===== config.mk =====
export PLATFORM = sky130hd
export DESIGN_NAME = spi_regslave
export DESIGN_NICKNAME = d
export VERILOG_FILES = /design/src/rtl/spi_regslave_pkg.sv /design/src/rtl/spi_sync_edge.sv /design/src/rtl/spi_frame_rx.sv /design/src/rtl/spi_reg_bank.sv /design/src/rtl/spi_read_tx.sv /design/src/rtl/spi_regslave.sv
export SDC_FILE = /design/constraint.sdc
export NUM_CORES = 1
export LEC_CHECK = 0
export CAP_MARGIN = 30
export CORE_ASPECT_RATIO = 1.25
export CORE_MARGIN = 4
export CORE_UTILIZATION = 55
export CTS_BUF_LIST = sky130_fd_sc_hd__clkbuf_4 sky130_fd_sc_hd__clkbuf_8
export CTS_CLUSTER_DIAMETER = 200
export DETAILED_ROUTE_END_ITERATION = 10
export DONT_BUFFER_PORTS = 1
export GPL_TIMING_DRIVEN = 0
export PLACE_DENSITY_LB_ADDON = 0.1
export SLEW_MARGIN = 20
export SYNTH_ARGS = -nofsm -noshare
export SYNTH_HDL_FRONTEND = slang
export SYNTH_SLANG_ARGS = --single-unit

===== constraint.sdc =====
create_clock -name clk -period 6.18 [get_ports clk]
set_input_delay 0 -clock clk [delete_from_list [all_inputs] [get_ports clk]]
set_output_delay 0 -clock clk [all_outputs]
set_load 0.03 [all_outputs]

===== src/rtl/spi_regslave_pkg.sv =====
package spi_regslave_pkg;
  localparam int DATA_W     = 16;
  localparam int ADDR_W     = 5;
  localparam int CHIP_W     = 3;
  localparam int FRAME_BITS = CHIP_W + ADDR_W + DATA_W;
  localparam int NUM_WR     = 8;
  localparam int STAT_PAD_W = DATA_W - 10;
  localparam logic [ADDR_W-1:0] PTR_ADDR    = 5'h07;
  localparam logic [ADDR_W-1:0] STATUS_ADDR = 5'h06;
  localparam int FILT_SLOT  = 1;
  localparam int CAL_BIT    = 9;

  function automatic logic [ADDR_W-1:0] slot_addr(input int idx);
    case (idx)
      0:       return 5'h01;
      1:       return 5'h02;
      2:       return 5'h03;
      3:       return 5'h04;
      4:       return 5'h05;
      5:       return 5'h12;
      6:       return 5'h14;
      default: return 5'h15;
    endcase
  endfunction

  function automatic logic [DATA_W-1:0] slot_reset(input int idx);
    case (idx)
      0:       return 16'hFFB6;
      1:       return 16'hC585;
      2:       return 16'h869F;
      3:       return 16'h3400;
      4:       return 16'hA904;
      5:       return 16'hF05C;
      default: return 16'hF000;
    endcase
  endfunction
endpackage


===== src/rtl/spi_sync_edge.sv =====
module spi_sync_edge #(
  parameter int         W       = 3,
  parameter int         EDGE_W  = 2,
  parameter logic [W-1:0] RST_VAL = '0
) (
  input  logic              clk,
  input  logic              rst_n,
  input  logic [W-1:0]      d,
  output logic [W-1:0]      level,
  output logic [EDGE_W-1:0] rise,
  output logic [EDGE_W-1:0] fall
);
  for (genvar i = 0; i < W; i++) begin : g_bit
    logic st1_q, st2_q;
    always_ff @(posedge clk or negedge rst_n) begin
      if (!rst_n) begin
        st1_q <= RST_VAL[i];
        st2_q <= RST_VAL[i];
      end else begin
        st1_q <= d[i];
        st2_q <= st1_q;
      end
    end
    assign level[i] = st2_q;
    if (i < EDGE_W) begin : g_edge
      logic prev_q;
      always_ff @(posedge clk or negedge rst_n) begin
        if (!rst_n) prev_q <= RST_VAL[i];
        else        prev_q <= st2_q;
      end
      assign rise[i] = st2_q & ~prev_q;
      assign fall[i] = ~st2_q & prev_q;
    end
  end
endmodule


===== src/rtl/spi_frame_rx.sv =====
module spi_frame_rx
  import spi_regslave_pkg::*;
#(
  parameter logic [CHIP_W-1:0] CHIP_ADDR = 3'b110
) (
  input  logic              clk,
  input  logic              rst_n,
  input  logic              sen_low,
  input  logic              sen_fall,
  input  logic              sen_rise,
  input  logic              sclk_rise,
  input  logic              sdi,
  output logic              frame_ok,
  output logic [ADDR_W-1:0] frame_addr,
  output logic [DATA_W-1:0] frame_data
);
  localparam int CNT_W = $clog2(FRAME_BITS) + 1;
  localparam logic [CNT_W-1:0] CNT_MAX  = '1;
  localparam logic [CNT_W-1:0] CNT_FULL = CNT_W'(FRAME_BITS);

  logic [FRAME_BITS-1:0] sr_q, sr_d;
  logic [CNT_W-1:0]      cnt_q, cnt_d;
  logic                  upd_en;

  assign upd_en = sen_fall | (sen_low & sclk_rise);

  always_comb begin
    sr_d  = sr_q;
    cnt_d = cnt_q;
    if (sen_fall) begin
      cnt_d = '0;
    end else if (sen_low && sclk_rise) begin
      sr_d = {sr_q[FRAME_BITS-2:0], sdi};
      if (cnt_q != CNT_MAX) cnt_d = cnt_q + 1'b1;
    end
  end

  always_ff @(posedge clk or negedge rst_n) begin
    if (!rst_n) begin
      sr_q  <= '0;
      cnt_q <= '0;
    end else if (upd_en) begin
      sr_q  <= sr_d;
      cnt_q <= cnt_d;
    end
  end

  assign frame_ok   = sen_rise && (cnt_q == CNT_FULL) &&
                      (sr_q[FRAME_BITS-1 -: CHIP_W] == CHIP_ADDR);
  assign frame_addr = sr_q[DATA_W +: ADDR_W];
  assign frame_data = sr_q[DATA_W-1:0];
endmodule


===== src/rtl/spi_reg_bank.sv =====
module spi_reg_bank
  import spi_regslave_pkg::*;
(
  input  logic                     clk,
  input  logic                     rst_n,
  input  logic                     wr_en,
  input  logic [ADDR_W-1:0]        wr_addr,
  input  logic [DATA_W-1:0]        wr_data,
  input  logic [ADDR_W-1:0]        rd_addr,
  input  logic [DATA_W-1:0]        status_word,
  output logic [NUM_WR*DATA_W-1:0] bank_flat,
  output logic [DATA_W-1:0]        rd_data,
  output logic                     cal_start
);
  for (genvar g = 0; g < NUM_WR; g++) begin : g_slot
    logic              hit;
    logic [DATA_W-1:0] val_q;
    assign hit = wr_en && (wr_addr == slot_addr(g));
    always_ff @(posedge clk or negedge rst_n) begin
      if (!rst_n)   val_q <= slot_reset(g);
      else if (hit) val_q <= wr_data;
    end
    assign bank_flat[g*DATA_W +: DATA_W] = val_q;
  end

  always_comb begin
    rd_data = '0;
    for (int i = 0; i < NUM_WR; i++) begin
      if (rd_addr == slot_addr(i)) rd_data = bank_flat[i*DATA_W +: DATA_W];
    end
    if (rd_addr == STATUS_ADDR) rd_data = status_word;
  end

  logic cal_d, cal_q, cal_cur;
  assign cal_cur = bank_flat[FILT_SLOT*DATA_W + CAL_BIT];
  assign cal_d   = wr_en && (wr_addr == slot_addr(FILT_SLOT)) &&
                   wr_data[CAL_BIT] && !cal_cur;

  always_ff @(posedge clk or negedge rst_n) begin
    if (!rst_n) cal_q <= 1'b0;
    else        cal_q <= cal_d;
  end
  assign cal_start = cal_q;
endmodule


===== src/rtl/spi_read_tx.sv =====
module spi_read_tx
  import spi_regslave_pkg::*;
(
  input  logic              clk,
  input  logic              rst_n,
  input  logic              sen_fall,
  input  logic              sen_rise,
  input  logic              sclk_fall,
  input  logic              ptr_wr,
  input  logic [ADDR_W-1:0] ptr_val,
  input  logic [DATA_W-1:0] rd_data,
  output logic [ADDR_W-1:0] rd_ptr,
  output logic              armed,
  output logic              busy,
  output logic              sdo
);
  logic              armed_q, armed_d, busy_q, busy_d;
  logic [ADDR_W-1:0] ptr_q, ptr_d;
  logic [DATA_W-1:0] sh_q, sh_d;
  logic              upd_en;

  assign upd_en = ptr_wr | sen_fall | sen_rise | (busy_q & sclk_fall);

  always_comb begin
    armed_d = armed_q;
    busy_d  = busy_q;
    ptr_d   = ptr_q;
    sh_d    = sh_q;
    if (ptr_wr) begin
      armed_d = 1'b1;
      ptr_d   = ptr_val;
    end
    if (sen_fall) begin
      armed_d = 1'b0;
      if (armed_q) begin
        busy_d = 1'b1;
        sh_d   = rd_data;
      end
    end else if (busy_q && sclk_fall) begin
      sh_d = {sh_q[DATA_W-2:0], 1'b0};
    end
    if (sen_rise) busy_d = 1'b0;
  end

  always_ff @(posedge clk or negedge rst_n) begin
    if (!rst_n) begin
      armed_q <= 1'b0;
      busy_q  <= 1'b0;
      ptr_q   <= '0;
      sh_q    <= '0;
    end else if (upd_en) begin
      armed_q <= armed_d;
      busy_q  <= busy_d;
      ptr_q   <= ptr_d;
      sh_q    <= sh_d;
    end
  end

  assign rd_ptr = ptr_q;
  assign armed  = armed_q;
  assign busy   = busy_q;
  assign sdo    = busy_q & sh_q[DATA_W-1];
endmodule


===== src/rtl/spi_regslave.sv =====
module spi_regslave
  import spi_regslave_pkg::*;
#(
  parameter logic [CHIP_W-1:0] CHIP_ADDR = 3'b110
) (
  input  logic        clk,
  input  logic        rst_n,
  input  logic        spi_sen_n,
  input  logic        spi_sclk,
  input  logic        spi_sdi,
  output logic        spi_sdo,
  output logic        spi_sdo_oe,
  input  logic        stat_cal_ovfl,
  input  logic        stat_cal_done,
  input  logic [7:0]  stat_cal_word,
  output logic [15:0] cfg_enable,
  output logic [15:0] cfg_filter,
  output logic [15:0] cfg_filter_src,
  output logic [15:0] cfg_agc,
  output logic [15:0] cfg_gain_limit,
  output logic [15:0] cfg_blocker,
  output logic [15:0] cfg_phase_i,
  output logic [15:0] cfg_phase_q,
  output logic        cal_start
);
  // reset: asserted asynchronously, released on clk
  logic [1:0] rst_sync_q;
  logic       rst_n_int;
  always_ff @(posedge clk or negedge rst_n) begin
    if (!rst_n) rst_sync_q <= '0;
    else        rst_sync_q <= {rst_sync_q[0], 1'b1};
  end
  assign rst_n_int = rst_sync_q[1];

  // bit 0 = enable, bit 1 = serial clock, bit 2 = data
  logic [2:0] lvl;
  logic [1:0] rise, fall;
  spi_sync_edge #(.W(3), .EDGE_W(2), .RST_VAL(3'b001)) sync_i (
    .clk(clk), .rst_n(rst_n_int),
    .d({spi_sdi, spi_sclk, spi_sen_n}),
    .level(lvl), .rise(rise), .fall(fall)
  );

  logic sen_rise, sen_fall, sclk_rise, sclk_fall;
  assign sen_rise  = rise[0];
  assign sen_fall  = fall[0];
  assign sclk_rise = rise[1];
  assign sclk_fall = fall[1];

  logic              frame_ok;
  logic [ADDR_W-1:0] frame_addr;
  logic [DATA_W-1:0] frame_data;
  spi_frame_rx #(.CHIP_ADDR(CHIP_ADDR)) rx_i (
    .clk(clk), .rst_n(rst_n_int),
    .sen_low(~lvl[0]), .sen_fall(sen_fall), .sen_rise(sen_rise),
    .sclk_rise(sclk_rise), .sdi(lvl[2]),
    .frame_ok(frame_ok), .frame_addr(frame_addr), .frame_data(frame_data)
  );

  logic              rd_busy, rd_armed, ptr_wr, bank_wr;
  logic [ADDR_W-1:0] rd_ptr;
  logic [DATA_W-1:0] rd_data, status_word;
  logic [NUM_WR*DATA_W-1:0] bank_flat;

  assign bank_wr     = frame_ok && !rd_busy;
  assign ptr_wr      = bank_wr && (frame_addr == PTR_ADDR) &&
                       (frame_data[DATA_W-1:ADDR_W] == '0);
  assign status_word = {{STAT_PAD_W{1'b0}}, stat_cal_ovfl, stat_cal_done, stat_cal_word};

  spi_reg_bank bank_i (
    .clk(clk), .rst_n(rst_n_int),
    .wr_en(bank_wr), .wr_addr(frame_addr), .wr_data(frame_data),
    .rd_addr(rd_ptr), .status_word(status_word),
    .bank_flat(bank_flat), .rd_data(rd_data), .cal_start(cal_start)
  );

  spi_read_tx tx_i (
    .clk(clk), .rst_n(rst_n_int),
    .sen_fall(sen_fall), .sen_rise(sen_rise), .sclk_fall(sclk_fall),
    .ptr_wr(ptr_wr), .ptr_val(frame_data[ADDR_W-1:0]), .rd_data(rd_data),
    .rd_ptr(rd_ptr), .armed(rd_armed), .busy(rd_busy), .sdo(spi_sdo)
  );
  assign spi_sdo_oe = rd_busy;

  assign cfg_enable     = bank_flat[0*DATA_W +: DATA_W];
  assign cfg_filter     = bank_flat[1*DATA_W +: DATA_W];
  assign cfg_filter_src = bank_flat[2*DATA_W +: DATA_W];
  assign cfg_agc        = bank_flat[3*DATA_W +: DATA_W];
  assign cfg_gain_limit = bank_flat[4*DATA_W +: DATA_W];
  assign cfg_blocker    = bank_flat[5*DATA_W +: DATA_W];
  assign cfg_phase_i    = bank_flat[6*DATA_W +: DATA_W];
  assign cfg_phase_q    = bank_flat[7*DATA_W +: DATA_W];
endmodule


==> metrics.txt <==
Reg power frac 57.9%; CTS tree yes; PwrDens 221 nW/um2; register bit total from synthesis 192; placer congestion estimate 0.967; mean post-synth cell area 11.6 um2; die area 19,000 um2; cell internal pwr 1.63 mW; CTS Hold Buffers Added 15; Comb power frac 7.4%; P_sw 0.622 mW; core area 16,400 um2; cts bufs inserted 17; clock power share 34.7%; Slowest cell on crit path dfstp_2; Peak VDD IR 163 uV; setup bufs post-CTS 0; Worst-path clk slew 0.10 ns; Die Span X 124 um; routed wire length 28.5 mm; CP Buf/Inv Count 2; fin nets 861; largest net degree at the start of global routing 56; largest cells by area after synthesis dfrtp_1 37%, mux2_2 18%, dfstp_2 16%; Top FF cell, synth dfrtp_1; maximum root-to-sink buffer count 2; GR Overflow Total 0; Worst EP required 6.61 ns; layout cells sized above 1 33.0%; # resized after CTS 0; worst hold margin 0.0557 ns; hold path startpoint spi_sen_n; # setup viols final 0; worst hold-check path type input pin to flop; net count after synthesis 821; DRC violations left 0; GR Util All Layers 29.9%; dpl hpwl 21.4 mm; area delta synth->final 9.54%; outcome completed; post-route setup TNS 0 ns; Leakage Power 4.42 nW; Critical Path Fanout Max 10; CP most frequent cell clkbuf_1; Slew headroom 47.9%; Ports 146; CP Class flop to flop; asr flop ratio synth 100%; Peak Freq 353 MHz; period utilization 45.8%; Netlist cell types 71; root buf cell clkbuf_8; Least-Margin Pin Slew 0.777 ns; max-cap viol count 0; top cell type's share of synthesized area 36.7%; crit path launch type flop; Wirelength per Cell 26.6 um; critical-path cell list ha_1, clkbuf_1, and2_0, clkbuf_1, nor2_1, nor4_1, o211ai_1, nand2_1; drt first pass iters 5; initial core utilization 56.6%; CP arrival 3.26 ns; switching share of total power 27.7%; max incr delay on CP 0.54 ns; Clock Sinks 192; min cycle time layout 2.83 ns; Top Family by Delay on Critical Path simple AND/OR/NAND/NOR gates; final hold violation count 0; H-tree Lvls 4; FP Rows 52; yosys warns 0; final slew viol count 0; DR vias/cell 6.48; Routed Antenna Nets 0; first-pass GRT wire length 43.5 mm; CP Launch Point sync_i.g_bit[0].g_edge.prev_q$_DFF_PN1_; RSZ-0062 raised after global routing no; Post-Route Utilization 62.0%; Gate Count Post-Synth 802; Netlist Area Pre-Place 9290 um2; number of synthesized flops with an enable pin 0; DR iter-0 viols 596; antenna cells 0; routed via count 6,941; Yosys top cell by area dfrtp_1; Reg2Reg Setup Slack 3.35 ns; IO Port Bufs 0; Crit. End Element flop; vias in the first global route 7,240; Final Skew 0.0151 ns; post-synthesis sequential area ratio 52.5%; Clock Latency Late Sink 0.49 ns; worst reg2reg path startpoint sync_i.g_bit[0].g_edge.prev_q$_DFF_PN1_; die height 153 um; initial antenna violation count 0
[power groups by stage]
stage	registers, mW	clock network (mW)	logic [mW]
after floorplan	1.33	0	0.0752
after global placement	1.34	0	0.128
after detailed placement	1.32	0	0.159
after CTS	1.30	0.787	0.168
after global routing	1.30	0.844	0.180
final	1.30	0.781	0.167
[placed cells by master, fill, tap and decap left out, types with 6 or more instances in the layout]
master	count
nor2b_1	6
a211oi_1	7
dlygate4sd3_1	15
nand3b_1	6
a21oi_1	51
nor2_1	51
o21ai_0	48
dfrtp_1	135
nand3_1	7
nand2b_1	8
clkbuf_1	46
nand2_1	34
clkbuf_8	18
nor3_1	19
o21a_1	9
mux2_4	10
a31oi_1	6
or3_1	8
nor4_1	6
buf_2	16
inv_1	12
o221ai_1	11
dfstp_2	56
mux2_2	145
[registers in the layout, indices dropped and copies added, names as in the netlist, 2 cells and up]
signal / flops
bank_i.g_slot.val_q: 128
rx_i.sr_q: 24
tx_i.sh_q: 16
rx_i.cnt_q: 6
tx_i.rd_ptr: 5
sync_i.g_bit.st1_q: 3
sync_i.g_bit.st2_q: 3
rst_sync_q: 2
sync_i.g_bit.g_edge.prev_q: 2
[cell type report]
cell class / instances / area [um2]
fillers: 1412 / 6220
flip-flops and latches: 192 / 4880
multi-input cells: 531 / 4060
plain buffers: 67 / 307
well taps: 216 / 270
repair buffers: 21 / 253
clock buffers: 18 / 248
clock inverters: 14 / 106
inverters: 12 / 45.0
[kinds of logic after synthesis]
group	synth area share (%)
AOI/OAI and AO/OA	12.6
xor gates and xnor gates	0.566
adders and majority gates	0.539
buffers and inverters	3.79
DFF	52.5
muxes	19.4
other	0.0404
and+or+nand+nor	10.6
[worst reg2reg max path: stages, from the launching register on]
cell and delay, ns:
dfstp_2 0.54, ha_1 0.14, clkbuf_1 0.30, and2_0 0.36, clkbuf_1 0.43, nor2_1 0.14
nor4_1 0.53, o211ai_1 0.23, nand2_1 0.10
[final timing paths]
check,cells after the start,to
max,8,tx_i.sh_q[6]$_DFFE_PN0P_
min,1,sync_i.g_bit[0].st1_q$_DFF_PN1_
max reg2reg,8,tx_i.sh_q[6]$_DFFE_PN0P_
min reg2reg,0,bank_i.g_slot[3].val_q[3]$_DFFE_PN0P_
max in group asynchronous,2,bank_i.g_slot[6].val_q[12]$_DFFE_PN1P_
min in group asynchronous,2,rst_sync_q[1]$_DFF_PN0_
[per-layer routing]
layer / GRT usage [%] / part of all wire (%)
met5: 0 / 0
met4: 15.5 / 5.0
met3: 9.14 / 8.2
met2: 49.1 / 49
met1: 35.3 / 38
[per-stage QoR]
step / instance area, um2 / setup slack (ns) / power (mW) / std cells
after floorplan: 9290 / 0.531 / 1.41 / 802
after global placement: 9560 / -1.27 / 1.47 / 1018
after detailed placement: 9660 / 3.49 / 1.48 / 1024
after CTS: 10200 / 3.47 / 2.26 / 1071
after global routing: 10200 / 3.26 / 2.33 / 1071
final: 10200 / 3.35 / 2.25 / 1071
[cells in the mapped netlist (all sizes together) (6+ instances only)]
master  number
mux2       155
dfrtp      136
dfstp       56
nor2        52
a21oi       51
o21ai       48
clkbuf      47
nand2       34
nor3        21
buf         20
inv         12
o221ai      11
o21a         9
nand2b       8
or3          8
a211oi       7
nand3        7
nor4         7
a31oi        6
nand3b       6
nor2b        6
Power figures use the tool's default switching activity.
